--- src/rtl/srb_pkg.sv ---
package srb_pkg;

    localparam int MEM_AW     = 9;
    localparam int FRAME_AW   = 16;
    localparam int PAGE_BYTES = 8;

    localparam logic [1:0] OP_READ  = 2'd0;
    localparam logic [1:0] OP_WRITE = 2'd1;
    localparam logic [1:0] OP_POLL  = 2'd2;

    typedef enum logic [1:0] {
        RSP_DATA = 2'd0,
        RSP_DONE = 2'd1,
        RSP_ERR  = 2'd2,
        RSP_TMO  = 2'd3
    } rsp_kind_e;

    typedef enum logic [1:0] {
        PH_IDLE,
        PH_SETUP,
        PH_STROBE
    } phase_e;

    typedef enum logic [2:0] {
        SQ_IDLE,
        SQ_PRE,
        SQ_ADDR,
        SQ_RDAT,
        SQ_WDAT,
        SQ_POST,
        SQ_POLL,
        SQ_RESP
    } seq_e;

    typedef struct packed {
        logic wr;
        logic bit_v;
    } cyc_t;

    function automatic logic page_ok(input int unsigned lo, input int unsigned n);
        return (n != 0) && (n <= PAGE_BYTES) && (lo + n <= PAGE_BYTES);
    endfunction

endpackage

--- src/rtl/srb_cycle.sv ---
module srb_cycle
    import srb_pkg::*;
#(
    parameter int T_SETUP  = 2,
    parameter int T_STROBE = 2
) (
    input  logic clk,
    input  logic rst,
    input  logic req,
    input  cyc_t req_c,
    output logic done,
    output logic rbit,
    output logic ce_n,
    output logic oe_n,
    output logic we_n,
    output logic dq_o,
    output logic dq_oe,
    input  logic dq_i
);
    localparam int TMAX = (T_SETUP > T_STROBE) ? T_SETUP : T_STROBE;
    localparam int CW   = $clog2(TMAX + 1);

    phase_e        ph;
    logic [CW-1:0] cnt;
    cyc_t          cur;

    always_ff @(posedge clk) begin
        if (rst) begin
            ph   <= PH_IDLE;
            cnt  <= '0;
            done <= 1'b0;
            rbit <= 1'b0;
            cur  <= '0;
        end else begin
            done <= 1'b0;
            case (ph)
                PH_IDLE: if (req && !done) begin
                    cur <= req_c;
                    cnt <= '0;
                    ph  <= PH_SETUP;
                end
                PH_SETUP: if (cnt == CW'(T_SETUP - 1)) begin
                    cnt <= '0;
                    ph  <= PH_STROBE;
                end else begin
                    cnt <= cnt + 1'b1;
                end
                PH_STROBE: if (cnt == CW'(T_STROBE - 1)) begin
                    ph   <= PH_IDLE;
                    done <= 1'b1;
                    rbit <= dq_i;
                end else begin
                    cnt <= cnt + 1'b1;
                end
                default: ph <= PH_IDLE;
            endcase
        end
    end

    always_comb begin
        ce_n  = (ph != PH_STROBE);
        we_n  = !((ph == PH_STROBE) && cur.wr);
        oe_n  = !((ph == PH_STROBE) && !cur.wr);
        dq_oe = (ph != PH_IDLE) && cur.wr;
        dq_o  = cur.bit_v;
    end

    p_strobe_excl_r2: assert property (@(posedge clk) disable iff (rst)
        !(!we_n && !oe_n));
    p_strobe_ce_r2: assert property (@(posedge clk) disable iff (rst)
        (!we_n || !oe_n) |-> !ce_n);
    p_ce_gap_r3: assert property (@(posedge clk) disable iff (rst)
        $rose(ce_n) |=> ce_n);
    p_rd_float_r11: assert property (@(posedge clk) disable iff (rst)
        !oe_n |-> !dq_oe);
    p_wr_drive_r11: assert property (@(posedge clk) disable iff (rst)
        !we_n |-> dq_oe);

endmodule

--- src/rtl/srb_seq.sv ---
module srb_seq
    import srb_pkg::*;
#(
    parameter int LEN_W    = 8,
    parameter int POLL_MAX = 16
) (
    input  logic              clk,
    input  logic              rst,
    input  logic              cmd_valid,
    output logic              cmd_ready,
    input  logic [1:0]        cmd_op,
    input  logic [MEM_AW-1:0] cmd_addr,
    input  logic [LEN_W-1:0]  cmd_len,
    input  logic [63:0]       cmd_wdata,
    output logic              rsp_valid,
    input  logic              rsp_ready,
    output logic [1:0]        rsp_kind,
    output logic [7:0]        rsp_data,
    output logic              cyc_req,
    output cyc_t              cyc_c,
    input  logic              cyc_done,
    input  logic              cyc_rbit
);
    localparam int PCW = $clog2(POLL_MAX + 1);

    seq_e              st;
    logic              wr_q;
    logic [MEM_AW-1:0] addr_q;
    logic [3:0]        len_q;
    logic [LEN_W-1:0]  left_q;
    logic [63:0]       wdata_q;
    logic [6:0]        idx;
    logic [PCW-1:0]    pcnt;
    logic [7:0]        shreg;
    rsp_kind_e         kind_q;
    logic [7:0]        data_q;
    logic [FRAME_AW-1:0] addr16;

    assign cmd_ready = (st == SQ_IDLE);
    assign rsp_valid = (st == SQ_RESP);
    assign rsp_kind  = kind_q;
    assign rsp_data  = data_q;
    assign addr16    = FRAME_AW'(addr_q);

    always_comb begin
        cyc_req = 1'b0;
        cyc_c   = '0;
        case (st)
            SQ_PRE:  begin cyc_req = 1'b1; cyc_c.wr = (idx == 7'd1); cyc_c.bit_v = 1'b0; end
            SQ_POST: begin cyc_req = 1'b1; cyc_c.wr = (idx == 7'd1); cyc_c.bit_v = 1'b1; end
            SQ_ADDR: begin cyc_req = 1'b1; cyc_c.wr = 1'b1; cyc_c.bit_v = addr16[4'd15 - idx[3:0]]; end
            SQ_WDAT: begin cyc_req = 1'b1; cyc_c.wr = 1'b1; cyc_c.bit_v = wdata_q[{idx[5:3], ~idx[2:0]}]; end
            SQ_RDAT, SQ_POLL: cyc_req = 1'b1;
            default: ;
        endcase
    end

    always_ff @(posedge clk) begin
        if (rst) begin
            st      <= SQ_IDLE;
            wr_q    <= 1'b0;
            addr_q  <= '0;
            len_q   <= '0;
            left_q  <= '0;
            wdata_q <= '0;
            idx     <= '0;
            pcnt    <= '0;
            shreg   <= '0;
            kind_q  <= RSP_DATA;
            data_q  <= '0;
        end else begin
            case (st)
                SQ_IDLE: if (cmd_valid) begin
                    wr_q    <= (cmd_op == OP_WRITE);
                    addr_q  <= cmd_addr;
                    len_q   <= cmd_len[3:0];
                    wdata_q <= cmd_wdata;
                    idx     <= '0;
                    pcnt    <= '0;
                    left_q  <= '0;
                    data_q  <= '0;
                    if (cmd_op == OP_READ && cmd_len != '0) begin
                        left_q <= cmd_len;
                        st     <= SQ_PRE;
                    end else if (cmd_op == OP_WRITE &&
                                 page_ok(int'(cmd_addr[2:0]), int'(cmd_len))) begin
                        st <= SQ_PRE;
                    end else if (cmd_op == OP_POLL) begin
                        st <= SQ_POLL;
                    end else begin
                        kind_q <= RSP_ERR;
                        st     <= SQ_RESP;
                    end
                end
                SQ_PRE: if (cyc_done) begin
                    if (idx == 7'd2) begin idx <= '0; st <= SQ_ADDR; end
                    else idx <= idx + 1'b1;
                end
                SQ_ADDR: if (cyc_done) begin
                    if (idx == 7'd15) begin idx <= '0; st <= wr_q ? SQ_WDAT : SQ_RDAT; end
                    else idx <= idx + 1'b1;
                end
                SQ_WDAT: if (cyc_done) begin
                    if (idx == {len_q - 4'd1, 3'b111}) begin idx <= '0; st <= SQ_POST; end
                    else idx <= idx + 1'b1;
                end
                SQ_POST: if (cyc_done) begin
                    if (idx == 7'd2) begin
                        idx    <= '0;
                        kind_q <= RSP_DONE;
                        st     <= SQ_RESP;
                    end else idx <= idx + 1'b1;
                end
                SQ_RDAT: if (cyc_done) begin
                    shreg <= {shreg[6:0], cyc_rbit};
                    if (idx == 7'd7) begin
                        idx    <= '0;
                        data_q <= {shreg[6:0], cyc_rbit};
                        kind_q <= RSP_DATA;
                        left_q <= left_q - 1'b1;
                        st     <= SQ_RESP;
                    end else idx <= idx + 1'b1;
                end
                SQ_POLL: if (cyc_done) begin
                    if (cyc_rbit) begin
                        kind_q <= RSP_DONE;
                        st     <= SQ_RESP;
                    end else if (pcnt == PCW'(POLL_MAX - 1)) begin
                        kind_q <= RSP_TMO;
                        st     <= SQ_RESP;
                    end else pcnt <= pcnt + 1'b1;
                end
                SQ_RESP: if (rsp_ready) begin
                    st <= (left_q != '0) ? SQ_RDAT : SQ_IDLE;
                end
                default: st <= SQ_IDLE;
            endcase
        end
    end

    p_rsp_hold_r10: assert property (@(posedge clk) disable iff (rst)
        (rsp_valid && !rsp_ready) |=> (rsp_valid && $stable(rsp_kind) && $stable(rsp_data)));
    p_rsp_stall_r10: assert property (@(posedge clk) disable iff (rst)
        rsp_valid |-> !cyc_req);
    p_poll_bound_r9: assert property (@(posedge clk) disable iff (rst)
        pcnt < PCW'(POLL_MAX));

endmodule

--- src/rtl/serbus_host.sv ---
module serbus_host
    import srb_pkg::*;
#(
    parameter int T_SETUP  = 2,
    parameter int T_STROBE = 2,
    parameter int LEN_W    = 8,
    parameter int POLL_MAX = 16
) (
    input  logic              clk,
    input  logic              rst,
    input  logic              cmd_valid,
    output logic              cmd_ready,
    input  logic [1:0]        cmd_op,
    input  logic [MEM_AW-1:0] cmd_addr,
    input  logic [LEN_W-1:0]  cmd_len,
    input  logic [63:0]       cmd_wdata,
    output logic              rsp_valid,
    input  logic              rsp_ready,
    output logic [1:0]        rsp_kind,
    output logic [7:0]        rsp_data,
    output logic              bus_ce_n,
    output logic              bus_oe_n,
    output logic              bus_we_n,
    output logic              bus_dq_out,
    output logic              bus_dq_oe,
    input  logic              bus_dq_in
);
    logic cyc_req, cyc_done, cyc_rbit;
    cyc_t cyc_c;

    srb_seq #(.LEN_W(LEN_W), .POLL_MAX(POLL_MAX)) u_seq (
        .clk(clk), .rst(rst),
        .cmd_valid(cmd_valid), .cmd_ready(cmd_ready), .cmd_op(cmd_op),
        .cmd_addr(cmd_addr), .cmd_len(cmd_len), .cmd_wdata(cmd_wdata),
        .rsp_valid(rsp_valid), .rsp_ready(rsp_ready),
        .rsp_kind(rsp_kind), .rsp_data(rsp_data),
        .cyc_req(cyc_req), .cyc_c(cyc_c), .cyc_done(cyc_done), .cyc_rbit(cyc_rbit)
    );

    srb_cycle #(.T_SETUP(T_SETUP), .T_STROBE(T_STROBE)) u_cyc (
        .clk(clk), .rst(rst),
        .req(cyc_req), .req_c(cyc_c), .done(cyc_done), .rbit(cyc_rbit),
        .ce_n(bus_ce_n), .oe_n(bus_oe_n), .we_n(bus_we_n),
        .dq_o(bus_dq_out), .dq_oe(bus_dq_oe), .dq_i(bus_dq_in)
    );

endmodule

--- config.mk ---
export PLATFORM = sky130hd
export DESIGN_NAME = serbus_host
export DESIGN_NICKNAME = d
export VERILOG_FILES = /design/src/rtl/srb_pkg.sv /design/src/rtl/srb_cycle.sv /design/src/rtl/srb_seq.sv /design/src/rtl/serbus_host.sv
export SDC_FILE = /design/constraint.sdc
export NUM_CORES = 1
export LEC_CHECK = 0
export ABC_AREA = 1
export CAP_MARGIN = 10
export CORE_MARGIN = 2
export CORE_UTILIZATION = 54
export CTS_CLUSTER_SIZE = 12
export DETAILED_ROUTE_END_ITERATION = 8
export GPL_TIMING_DRIVEN = 0
export HOLD_SLACK_MARGIN = 0.06
export PLACE_DENSITY = 0.81
export SETUP_SLACK_MARGIN = 0.4
export SYNTH_ARGS = -nofsm -noshare
export SYNTH_HDL_FRONTEND = slang
export SYNTH_SLANG_ARGS = --single-unit
--- constraint.sdc ---
create_clock -name clk -period 2.22 [get_ports clk]
set_input_delay 0.555 -clock clk [delete_from_list [all_inputs] [get_ports clk]]
set_output_delay 0.555 -clock clk [all_outputs]
set_load 0.01 [all_outputs]
==> impl_metrics.env, run 1 <==
export IMPL_yosys_top_cells_area="dfxtp_1 39%, nand2_1 9.2%, o21ai_0 9.2%"
export IMPL_floorplan_initialDensity=0.557
export IMPL_boundaryPins=105
export IMPL_synth_top_cell_area_share=0.395
export IMPL_layout_worst_path_cycle_share=0.892
export IMPL_worstPathArrival_ns=2.32
export IMPL_via_per_inst=5.63
export IMPL_std_cell_rows=39
export IMPL_grt_max_degree=17
export IMPL_pwr_per_cell_area_nw_per_um2=1110
export IMPL_fin_total_pwr_mw=9.93
export IMPL_grt_usage=0.304
export IMPL_leakagePower_nw=3.85
export IMPL_detail_route_drc_violations=0
export IMPL_outcome="finished, final reports clean"
export IMPL_number_of_synthesized_flops_with_an_enable_pin=0
export IMPL_netlist_area_um2=6390
export IMPL_timing_critical_path_to_type="register"
export IMPL_filler_cell_count=791
export IMPL_clk_pin_slew_worst_paths_ns=0.06
export IMPL_tritoncts_clock_tree="yes"
export IMPL_timing_critical_path_from_type="register"
export IMPL_hold_slack_ns=0.447
export IMPL_critPathBufInv=1
export IMPL_grt_overflow_total=0
export IMPL_route_top_layer_used="met4"
export IMPL_layout_area_overhead_vs_synth_pct=40.6
export IMPL_netlist_cell_type_count=38
export IMPL_cell_breakdown_of_the_critical_path="buf_4 -> nand3_1 -> o21ai_1 -> nand4_1 -> nand2_1 -> nand2_1 -> nor2_2 -> nand3_1 -> a21oi_1"
export IMPL_timing_max_cap_violations=0
export IMPL_setup_total_negative_slack_ns=0
export IMPL_crit_slowest_cell="dfxtp_1"
export IMPL_largest_delay_contributor_family_on_the_critical_path="simple AND/OR/NAND/NOR gates"
export IMPL_fmax_ghz=0.505
export IMPL_timing_critical_path_to="u_seq.st[1]"
export IMPL_dr_wl_met2_um=9630
export IMPL_wl_met3_um=1970
export IMPL_number_of_global_route_vias_before_repair=6483
export IMPL_antenna_cells=0
export IMPL_hold_path_class="primary input to register"
export IMPL_detail_route_wirelength_um=20500
export IMPL_detailedPlacementHpwl_um=13200
export IMPL_clock_latency_of_the_later_clocked_register_in_the_worst_skew_pair_ns=0.42
export IMPL_inst_count_dp=1165
export IMPL_power_ir_vdd_worst_mv=0.725
export IMPL_setup_worst_path_class="register to register"
export IMPL_post_synth_cell_area_avg_um2=6.95
export IMPL_final_util=0.784
export IMPL_yosys_area_top_type="dfxtp_1"
export IMPL_die_height_um=113
export IMPL_commonest_register_cell_after_synthesis="dfxtp_1"
export IMPL_multi_input_combinational_cell_area_um2=3530
export IMPL_setup_violations_final=0
export IMPL_worst_slew_pin_slew_ns=0.667
export IMPL_synth_yosys_seq_area_share=0.395
export IMPL_fp_dieW_um=113
export IMPL_initial_antenna_violation_count=0
export IMPL_tritoncts_num_sinks=126
export IMPL_wire_per_inst_um=16.5
export IMPL_final_min_clock_period_ns=1.98
export IMPL_drv_slew=0
export IMPL_postSynthCellCount=919
export IMPL_timing_clock_skew_ns=0.00706
export IMPL_depth_of_the_most_critical_reg_to_reg_path=9
export IMPL_post_cts_hold_buffer_count=0
export IMPL_yosys_reg_bits=126
export IMPL_timing_hold_violations_final=0
export IMPL_ctsRootBufferMaster="clkbuf_16"
export IMPL_crit_fanout=10
export IMPL_core_region_area_um2=11500
export IMPL_yosysWarnings=0
export IMPL_via_count=6987
export IMPL_grt_setup_unrepaired="yes"
export IMPL_startpoint="u_seq.idx[3]"
export IMPL_ys_async_sr_fraction=0
export IMPL_tritonroute_pass_1_iters=6
export IMPL_gp_congestion=0.959
export IMPL_io_buffer_count=103
export IMPL_drive_gt1_frac=0.209
export IMPL_critical_path_required_ns=2.56
export IMPL_stdcell_count=1240
export IMPL_mappedNetlistNets=1025
export IMPL_setup_reg_to_reg_worst_slack_ns=0.24
export IMPL_cp_depth=9
export IMPL_cts_buffers_inserted=17
export IMPL_drt_met1_wl_um=8270
export IMPL_reg2reg_to="u_seq.st[1]"
export IMPL_initialDrtViolationCount=780
export IMPL_cts_path_max_buffers=2
export IMPL_postRouteAntennaNets=0
export IMPL_regToRegStartpoint="u_seq.idx[3]"
export IMPL_cts_htree_levels=4
export IMPL_die_area_um2=12700
export IMPL_worst_slew_margin_rel=0.555
export IMPL_global_route_wire_length_before_repair_um=30900
export IMPL_finalNetCount=1190
export IMPL_delay_contributed_by_the_slowest_stage_of_the_critical_path_ns=0.42
export IMPL_regArea_um2=2550
-- kinds of logic after synthesis --
logic type	after synthesis	share of synthesized area
flip-flops	126	0.395
buffers and inverters	158	0.106
adder cells (fa/ha/maj)	18	0.0364
AO/OA/AOI/OAI	239	0.199
AND/OR/NAND/NOR	371	0.255
XOR/XNOR	7	0.00959
-- layer usage --
metal	global-route usage	up-vias
li1	-	3369
met1	0.399	3202
met2	0.501	349
met3	0.0568	67
met4	0.113	0
met5	0	-
-- layout make-up --
class                           count  share of cell area
Buffer                             47              0.0383
Sequential cell                   126               0.284
Tap cell                          143              0.0199
Clock buffer                       17              0.0473
Multi-Input combinational cell    635               0.393
Inverter                          111              0.0489
Timing Repair Buffer              146               0.151
Clock inverter                     15              0.0181
-- where the power goes --
group / switching [mW] / internal (mW)
clock network: 1.09 / 1.66
logic: 2.35 / 1.61
registers: 0.318 / 2.90
-- through the flow --
step / cell area (um2) / setup slack (ns)
after floorplan: 6400 / 0.222
after global placement: 7610 / -0.575
after detailed placement: 7610 / -0.596
after CTS: 8440 / 0.330
after global routing: 8990 / 0.248
final: 8990 / 0.240
-- flip-flops by register name (all words and copies together) (netlist names), 2 cells and up --
name / count
u_seq.pcnt: 5
u_seq.rsp_data: 8
u_seq.wdata_q: 64
u_cyc.ph: 2
u_seq.left_q: 8
u_seq.st: 3
u_seq.len_q: 4
u_seq.idx: 7
u_cyc.cnt: 2
u_seq.shreg: 7
u_seq.addr_q: 9
u_seq.rsp_kind: 2
-- worst min-delay path by stage --
stage	from	endpoint	slack (ns)	cells after the start
2_1_floorplan	u_seq.addr_q[0]	u_seq.addr_q[0]	0.43	2
3_3_place_gp	u_seq.wdata_q[4]	u_seq.wdata_q[4]	0.44	2
3_5_place_dp	u_seq.wdata_q[56]	u_seq.wdata_q[56]	0.44	2
4_1_cts	cmd_addr[0]	u_seq.addr_q[0]	0.44	3
5_1_grt	u_seq.addr_q[4]	u_seq.addr_q[4]	0.47	2
6_report	cmd_addr[0]	u_seq.addr_q[0]	0.45	3
-- Yosys cell counts (all sizes together) (2+ instances only) --
cell type,instances
nor2,115
dfxtp,126
xor2,3
buf,21
a31oi,8
nor3,15
a211oi,2
nand2,158
ha,17
a221oi,3
o211ai,8
a21oi,94
o21ai,120
nand4,11
xnor2,4
nand3,69
clkbuf,26
inv,111
-- worst register-to-register path, delay by kind of cell, from the launching register on --
family	cells	cell delay [ns]
and+or+nand+nor	6	0.89
DFF	1	0.42
AOI/OAI and AO/OA	2	0.34
buffers and inverters	1	0.25
-- placed cells by master, fill, tap and decap left out, types with 16 or more instances in the layout --
cell	count
inv_2	16
nor2_1	100
o21ai_1	34
nand2_1	142
o21ai_0	75
a21oi_1	90
buf_4	43
nand3_1	58
dfxtp_1	116
clkdlybuf4s50_1	80
inv_1	88
clkbuf_16	17
-- what timing repair did --
item / in CTS / in global routing
gates cloned: 0 / 1
setup buffers: 16 / 26
pin swaps: 24 / 45
resized for setup: 119 / 151
endpoints found under the setup margin: 70 / 100
No activity file was read; power rests on OpenSTA's default activity.
==> run 2, diff against run 1 <==
CAP_MARGIN = default   (was 10)
CELL_PAD_IN_SITES_DETAIL_PLACEMENT = 0   (was default)
CELL_PAD_IN_SITES_GLOBAL_PLACEMENT = 1   (was default)
CORE_UTILIZATION = 38   (was 54)
PLACE_DENSITY = default   (was 0.81)
PLACE_DENSITY_LB_ADDON = 0.1   (was default)
SKIP_CTS_REPAIR_TIMING = 1   (was default)
==> impl_metrics.env, run 2 (same netlist as run 1, synthesis figures left out) <==
export IMPL_hold_path_class="register to register"
export IMPL_fin_total_pwr_mw=9.82
export IMPL_tritoncts_clock_tree="yes"
export IMPL_floorplan_initialDensity=0.387
export IMPL_worst_slew_pin_slew_ns=0.637
export IMPL_max_flop_register="u_seq.wdata_q"
export IMPL_timing_critical_path_from_type="register"
export IMPL_final_min_clock_period_ns=1.99
export IMPL_boundaryPins=105
export IMPL_grt_usage=0.224
export IMPL_clk_pin_slew_worst_paths_ns=0.06
export IMPL_drive_gt1_frac=0.176
export IMPL_clock_latency_of_the_later_clocked_register_in_the_worst_skew_pair_ns=0.42
export IMPL_comb_power_share=0.370
export IMPL_netSwitchingFraction=0.362
export IMPL_worstPathArrival_ns=2.27
export IMPL_filler_cell_count=1717
export IMPL_core_region_area_um2=16500
export IMPL_outcome="finished, final reports clean"
export IMPL_fmax_ghz=0.503
export IMPL_grt_setup_unrepaired="yes"
export IMPL_postRouteAntennaNets=0
export IMPL_final_common_cell="nand2_1"
export IMPL_detailedPlacementHpwl_um=14300
export IMPL_wire_per_inst_um=15.5
export IMPL_reg2reg_to="u_seq.st[2]"
export IMPL_detail_route_drc_violations=0
export IMPL_setup_worst_path_class="register to register"
export IMPL_multi_input_combinational_cell_area_um2=3440
export IMPL_tritoncts_num_sinks=126
export IMPL_depth_of_the_most_critical_reg_to_reg_path=13
export IMPL_gp_congestion=0.854
export IMPL_number_of_global_route_vias_before_repair=5989
export IMPL_pwr_per_cell_area_nw_per_um2=1100
export IMPL_layout_worst_path_cycle_share=0.895
export IMPL_largest_registers="u_seq.wdata_q (64), u_seq.addr_q (9)"
export IMPL_internal_power_mw=6.26
export IMPL_drv_slew=0
export IMPL_postPlaceCellArea_um2=7710
export IMPL_leakagePower_nw=3.95
export IMPL_layout_area_overhead_vs_synth_pct=39.3
export IMPL_total_switching_power_mw=3.56
export IMPL_hold_path_stages=2
export IMPL_power_ir_vdd_worst_mv=0.598
export IMPL_fp_dieW_um=134
export IMPL_setup_reg_to_reg_worst_slack_ns=0.23
export IMPL_finalNetCount=1177
export IMPL_grt_overflow_total=0
export IMPL_cts_buffers_inserted=17
export IMPL_detail_route_wirelength_um=20200
export IMPL_setup_violations_final=0
export IMPL_endpoint_of_the_worst_hold_timing_path="u_seq.wdata_q[5]"
export IMPL_timing_clock_skew_ns=0.00891
export IMPL_most_common_layout_cells="147 x nand2_1, 116 x dfxtp_1, 98 x nor2_1"
export IMPL_timing_hold_violations_final=0
export IMPL_clock_power_share=0.304
export IMPL_global_route_wire_length_before_repair_um=31300
export IMPL_final_design_area_no_fill_um2=8900
export IMPL_ctsRootBufferMaster="clkbuf_16"
export IMPL_grt_max_degree=17
export IMPL_die_area_um2=17900
export IMPL_cts_path_max_buffers=2
export IMPL_regArea_um2=2540
export IMPL_std_cell_rows=47
export IMPL_hold_path_startpoint="u_seq.wdata_q[5]"
export IMPL_timing_max_cap_violations=0
export IMPL_via_per_inst=4.94
export IMPL_crit_fanout=6
export IMPL_tritonroute_pass_1_iters=4
export IMPL_initial_antenna_violation_count=0
export IMPL_antenna_cells=0
export IMPL_largest_reg_flops=64
export IMPL_worst_slew_margin_rel=0.575
export IMPL_cts_htree_levels=4
export IMPL_regToRegStartpoint="u_seq.idx[0]"
export IMPL_initialDrtViolationCount=260
export IMPL_critical_path_required_ns=2.50
export IMPL_via_count=6437
export IMPL_io_buffer_count=103
export IMPL_timing_critical_path_to_type="register"
export IMPL_power_sequential_fraction=0.327
export IMPL_die_height_um=134
[run 2: cell count changes in the layout (fill, tap and decap cells not counted), moves of 5 or more]
cell / before / now
nand3_1: 58 / 65
nand2_4: 5 / 0
clkbuf_2: 7 / 16
o21ai_0: 75 / 83
dlymetal6s2s_1: 0 / 17
nand3_2: 9 / 3
buf_4: 43 / 29
nand2_1: 142 / 147
dlygate4sd2_1: 13 / 0
inv_1: 88 / 94
o21ai_2: 10 / 5
[run 2: through the flow]
step	hold WS, ns	TNS, ns	utilization	cells	worst slack (ns)
after global placement	0.441	-7.06	0.467	1242	-0.637
after global routing	0.476	0	0.539	1304	0.138
after detailed placement	0.445	-6.65	0.467	1242	-0.657
after CTS	0.454	-1.43	0.505	1274	-0.224
after floorplan	0.429	0	-	919	0.222
final	0.451	0	0.539	1304	0.233
[run 2: worst max-delay path by stage]
stage                            start                 to  slack [ns]  depth (start not counted)
after global routing        cmd_len[0]  u_seq.rsp_kind[1]        0.14                         15
after CTS                   cmd_len[0]  u_seq.rsp_kind[0]       -0.22                         15
after detailed placement    cmd_len[0]  u_seq.rsp_kind[0]       -0.66                         15
after floorplan            cmd_addr[0]  u_seq.rsp_kind[0]        0.22                         13
after global placement      cmd_len[0]  u_seq.rsp_kind[0]       -0.64                         15
final                     u_seq.idx[0]        u_seq.st[2]        0.23                         13
[run 2: per-layer routing]
metal | GRT usage | share of wire | vias up
met1 | 0.298 | 0.47 | 2951
li1 | - | - | 3341
met3 | 0.0350 | 0.040 | 16
met5 | 0 | 0 | -
met2 | 0.378 | 0.48 | 129
met4 | 0.0615 | 0.013 | 0
[run 2: cell type report]
| type | instances | share of cell area |
|---|---|---|
| flip-flops and latches | 126 | 0.286 |
| clock buffers | 19 | 0.0498 |
| clock inverters | 13 | 0.0212 |
| repair buffers | 133 | 0.143 |
| plain buffers | 47 | 0.0343 |
| well taps | 220 | 0.0309 |
| inverters | 111 | 0.0482 |
| multi-input cells | 635 | 0.386 |
[run 2: power groups by stage]
stage / clock network [mW] / logic (mW) / registers [mW]
6_report: 2.98 / 3.63 / 3.21
3_5_place_dp: 0 / 3.21 / 3.21
4_1_cts: 3.04 / 3.23 / 3.17
5_1_grt: 3.14 / 4.06 / 3.27
3_3_place_gp: 0 / 3.20 / 3.21
2_1_floorplan: 0 / 2.27 / 3.14
[run 2: critical path, cell delays in order (launching register included)]
cell	delay, ns
dfxtp_2	0.35
buf_6	0.14
inv_4	0.06
buf_8	0.11
ha_4	0.12
nand2_2	0.06
nor2_4	0.11
nand2_2	0.08
nand3_2	0.07
o211ai_1	0.10
nor2_2	0.16
nand4_1	0.24
nand2_1	0.18
a21oi_2	0.06
==> run 3, diff against run 2 <==
MAX_ROUTING_LAYER = met4   (was default)
==> impl_metrics.env, run 3 (same netlist as run 1, synthesis figures left out) <==
export IMPL_total_switching_power_mw=3.56
export IMPL_fmax_ghz=0.503
export IMPL_tritoncts_clock_tree="yes"
export IMPL_io_buffer_count=103
export IMPL_die_height_um=134
export IMPL_setup_violations_final=0
export IMPL_timing_critical_path_to_type="register"
export IMPL_std_cell_rows=47
export IMPL_via_count=6447
export IMPL_globalRouteMet3Util=0.0342
export IMPL_setup_worst_path_class="register to register"
export IMPL_cts_buffers_inserted=17
export IMPL_largest_delay_contributor_family_on_the_critical_path="simple AND/OR/NAND/NOR gates"
export IMPL_worst_slew_pin_slew_ns=0.636
export IMPL_leakagePower_nw=3.95
export IMPL_internal_power_mw=6.26
export IMPL_detail_route_wirelength_um=20200
export IMPL_worst_slew_margin_rel=0.576
export IMPL_global_route_wire_length_before_repair_um=31300
export IMPL_critical_path_required_ns=2.50
export IMPL_ctsRootBufferMaster="clkbuf_16"
export IMPL_most_common_layout_cells="147 x nand2_1, 116 x dfxtp_1, 98 x nor2_1"
export IMPL_timing_max_cap_violations=0
export IMPL_largest_registers="u_seq.wdata_q (64), u_seq.addr_q (9)"
export IMPL_floorplan_initialDensity=0.387
export IMPL_crit_slowest_cell="dfxtp_2"
export IMPL_layout_worst_path_cycle_share=0.895
export IMPL_timing_hold_violations_final=0
export IMPL_drv_slew=0
export IMPL_power_sequential_fraction=0.327
export IMPL_grt_max_degree=17
export IMPL_final_min_clock_period_ns=1.99
export IMPL_core_region_area_um2=16500
export IMPL_timing_clock_skew_ns=0.00865
export IMPL_drive_gt1_frac=0.176
export IMPL_worstPathArrival_ns=2.27
export IMPL_grt_overflow_total=0
export IMPL_wire_per_inst_um=15.5
export IMPL_tritoncts_num_sinks=126
export IMPL_pwr_per_cell_area_nw_per_um2=1100
export IMPL_initialDrtViolationCount=309
export IMPL_grt_setup_unrepaired="yes"
export IMPL_timing_critical_path_from_type="register"
export IMPL_hold_path_startpoint="u_seq.wdata_q[5]"
export IMPL_regToRegStartpoint="u_seq.idx[0]"
export IMPL_tritonroute_pass_1_iters=6
export IMPL_clk_pin_slew_worst_paths_ns=0.06
export IMPL_boundaryPins=105
export IMPL_via_per_inst=4.94
export IMPL_grt_busiest_layer="met2"
export IMPL_reg2reg_to="u_seq.st[2]"
export IMPL_delay_contributed_by_the_slowest_stage_of_the_critical_path_ns=0.34
export IMPL_power_ir_vdd_worst_mv=0.596
export IMPL_final_util=0.539
export IMPL_detail_route_drc_violations=0
export IMPL_number_of_global_route_vias_before_repair=5981
export IMPL_antenna_cells=0
export IMPL_cts_path_max_buffers=2
export IMPL_setup_reg_to_reg_worst_slack_ns=0.23
export IMPL_stdcell_count=1304
export IMPL_netSwitchingFraction=0.362
export IMPL_largest_reg_flops=64
export IMPL_cp_depth=13
export IMPL_cp_common_cell="nand2_2"
export IMPL_initial_antenna_violation_count=0
export IMPL_gp_congestion=0.868
export IMPL_grt_usage=0.231
export IMPL_globalRouteMet1Util=0.299
export IMPL_clock_power_share=0.304
export IMPL_hold_path_class="register to register"
export IMPL_clock_latency_of_the_later_clocked_register_in_the_worst_skew_pair_ns=0.42
export IMPL_inst_count_dp=1242
export IMPL_cts_htree_levels=4
export IMPL_hold_path_stages=2
export IMPL_fp_dieW_um=134
export IMPL_outcome="finished, final reports clean"
export IMPL_final_common_cell="nand2_1"
export IMPL_setup_total_negative_slack_ns=0
export IMPL_finalNetCount=1177
export IMPL_die_area_um2=17900
export IMPL_crit_fanout=6
export IMPL_postRouteAntennaNets=0
export IMPL_critPathBufInv=3
export IMPL_depth_of_the_most_critical_reg_to_reg_path=13
export IMPL_cell_breakdown_of_the_critical_path="buf_6 -> inv_4 -> buf_8 -> ha_4 -> nand2_2 -> nor2_4 -> nand2_2 -> nand3_2 -> o211ai_1 -> nor2_2 -> nand4_1 -> nand2_1 -> a21oi_2"
export IMPL_met2_usage=0.378
export IMPL_max_flop_register="u_seq.wdata_q"
export IMPL_layout_area_overhead_vs_synth_pct=39.3
export IMPL_detailedPlacementHpwl_um=14300
export IMPL_comb_power_share=0.370
export IMPL_endpoint_of_the_worst_hold_timing_path="u_seq.wdata_q[5]"
==> run 3: how the worst max path moves through the flow <==
stage                  from                end  slack, ns
2_1_floorplan   cmd_addr[0]  u_seq.rsp_kind[0]       0.22
3_3_place_gp     cmd_len[0]  u_seq.rsp_kind[0]      -0.64
3_5_place_dp     cmd_len[0]  u_seq.rsp_kind[0]      -0.66
4_1_cts          cmd_len[0]  u_seq.rsp_kind[0]      -0.22
5_1_grt          cmd_len[0]  u_seq.rsp_kind[1]       0.14
6_report       u_seq.idx[0]        u_seq.st[2]       0.23
==> run 3: per-layer routing <==
metal / vias to the layer above / wire [um]
li1: 3343 / -
met2: 151 / 9650
met5: - / 0
met4: 0 / 261
met3: 14 / 906
met1: 2939 / 9370
==> run 3: per-stage QoR <==
step	cell area (um2)	setup WS (ns)	hold WS (ns)	power, mW
after CTS	8340	-0.224	0.454	9.44
after floorplan	6400	0.222	0.429	5.41
final	8900	0.232	0.452	9.82
after detailed placement	7710	-0.657	0.445	6.42
after global placement	7710	-0.637	0.441	6.40
after global routing	8900	0.138	0.476	10.5
==> run 3: power by group through the flow <==
| stage | clock network, mW | logic [mW] | registers [mW] |
|---|---|---|---|
| 2_1_floorplan | 0 | 2.27 | 3.14 |
| 3_3_place_gp | 0 | 3.20 | 3.21 |
| 3_5_place_dp | 0 | 3.21 | 3.21 |
| 4_1_cts | 3.04 | 3.23 | 3.17 |
| 5_1_grt | 3.14 | 4.06 | 3.27 |
| 6_report | 2.98 | 3.63 | 3.21 |
==> run 3: cell type report <==
type                       instances  area, um2
timing repair buffer             133       1280
inverter                         111        429
clock buffer                      19        443
buffer                            47        305
tap                              220        275
multi-input combinational        635       3440
sequential                       126       2540
clock inverter                    13        189
fill                            1717       7620
==> run 3: worst reg2reg max path: stages, from the launching register on <==
cell	delay, ns
dfxtp_2	0.34
buf_6	0.14
inv_4	0.06
buf_8	0.11
ha_4	0.13
nand2_2	0.06
nor2_4	0.11
nand2_2	0.08
nand3_2	0.07
o211ai_1	0.10
nor2_2	0.17
nand4_1	0.25
nand2_1	0.18
a21oi_2	0.06
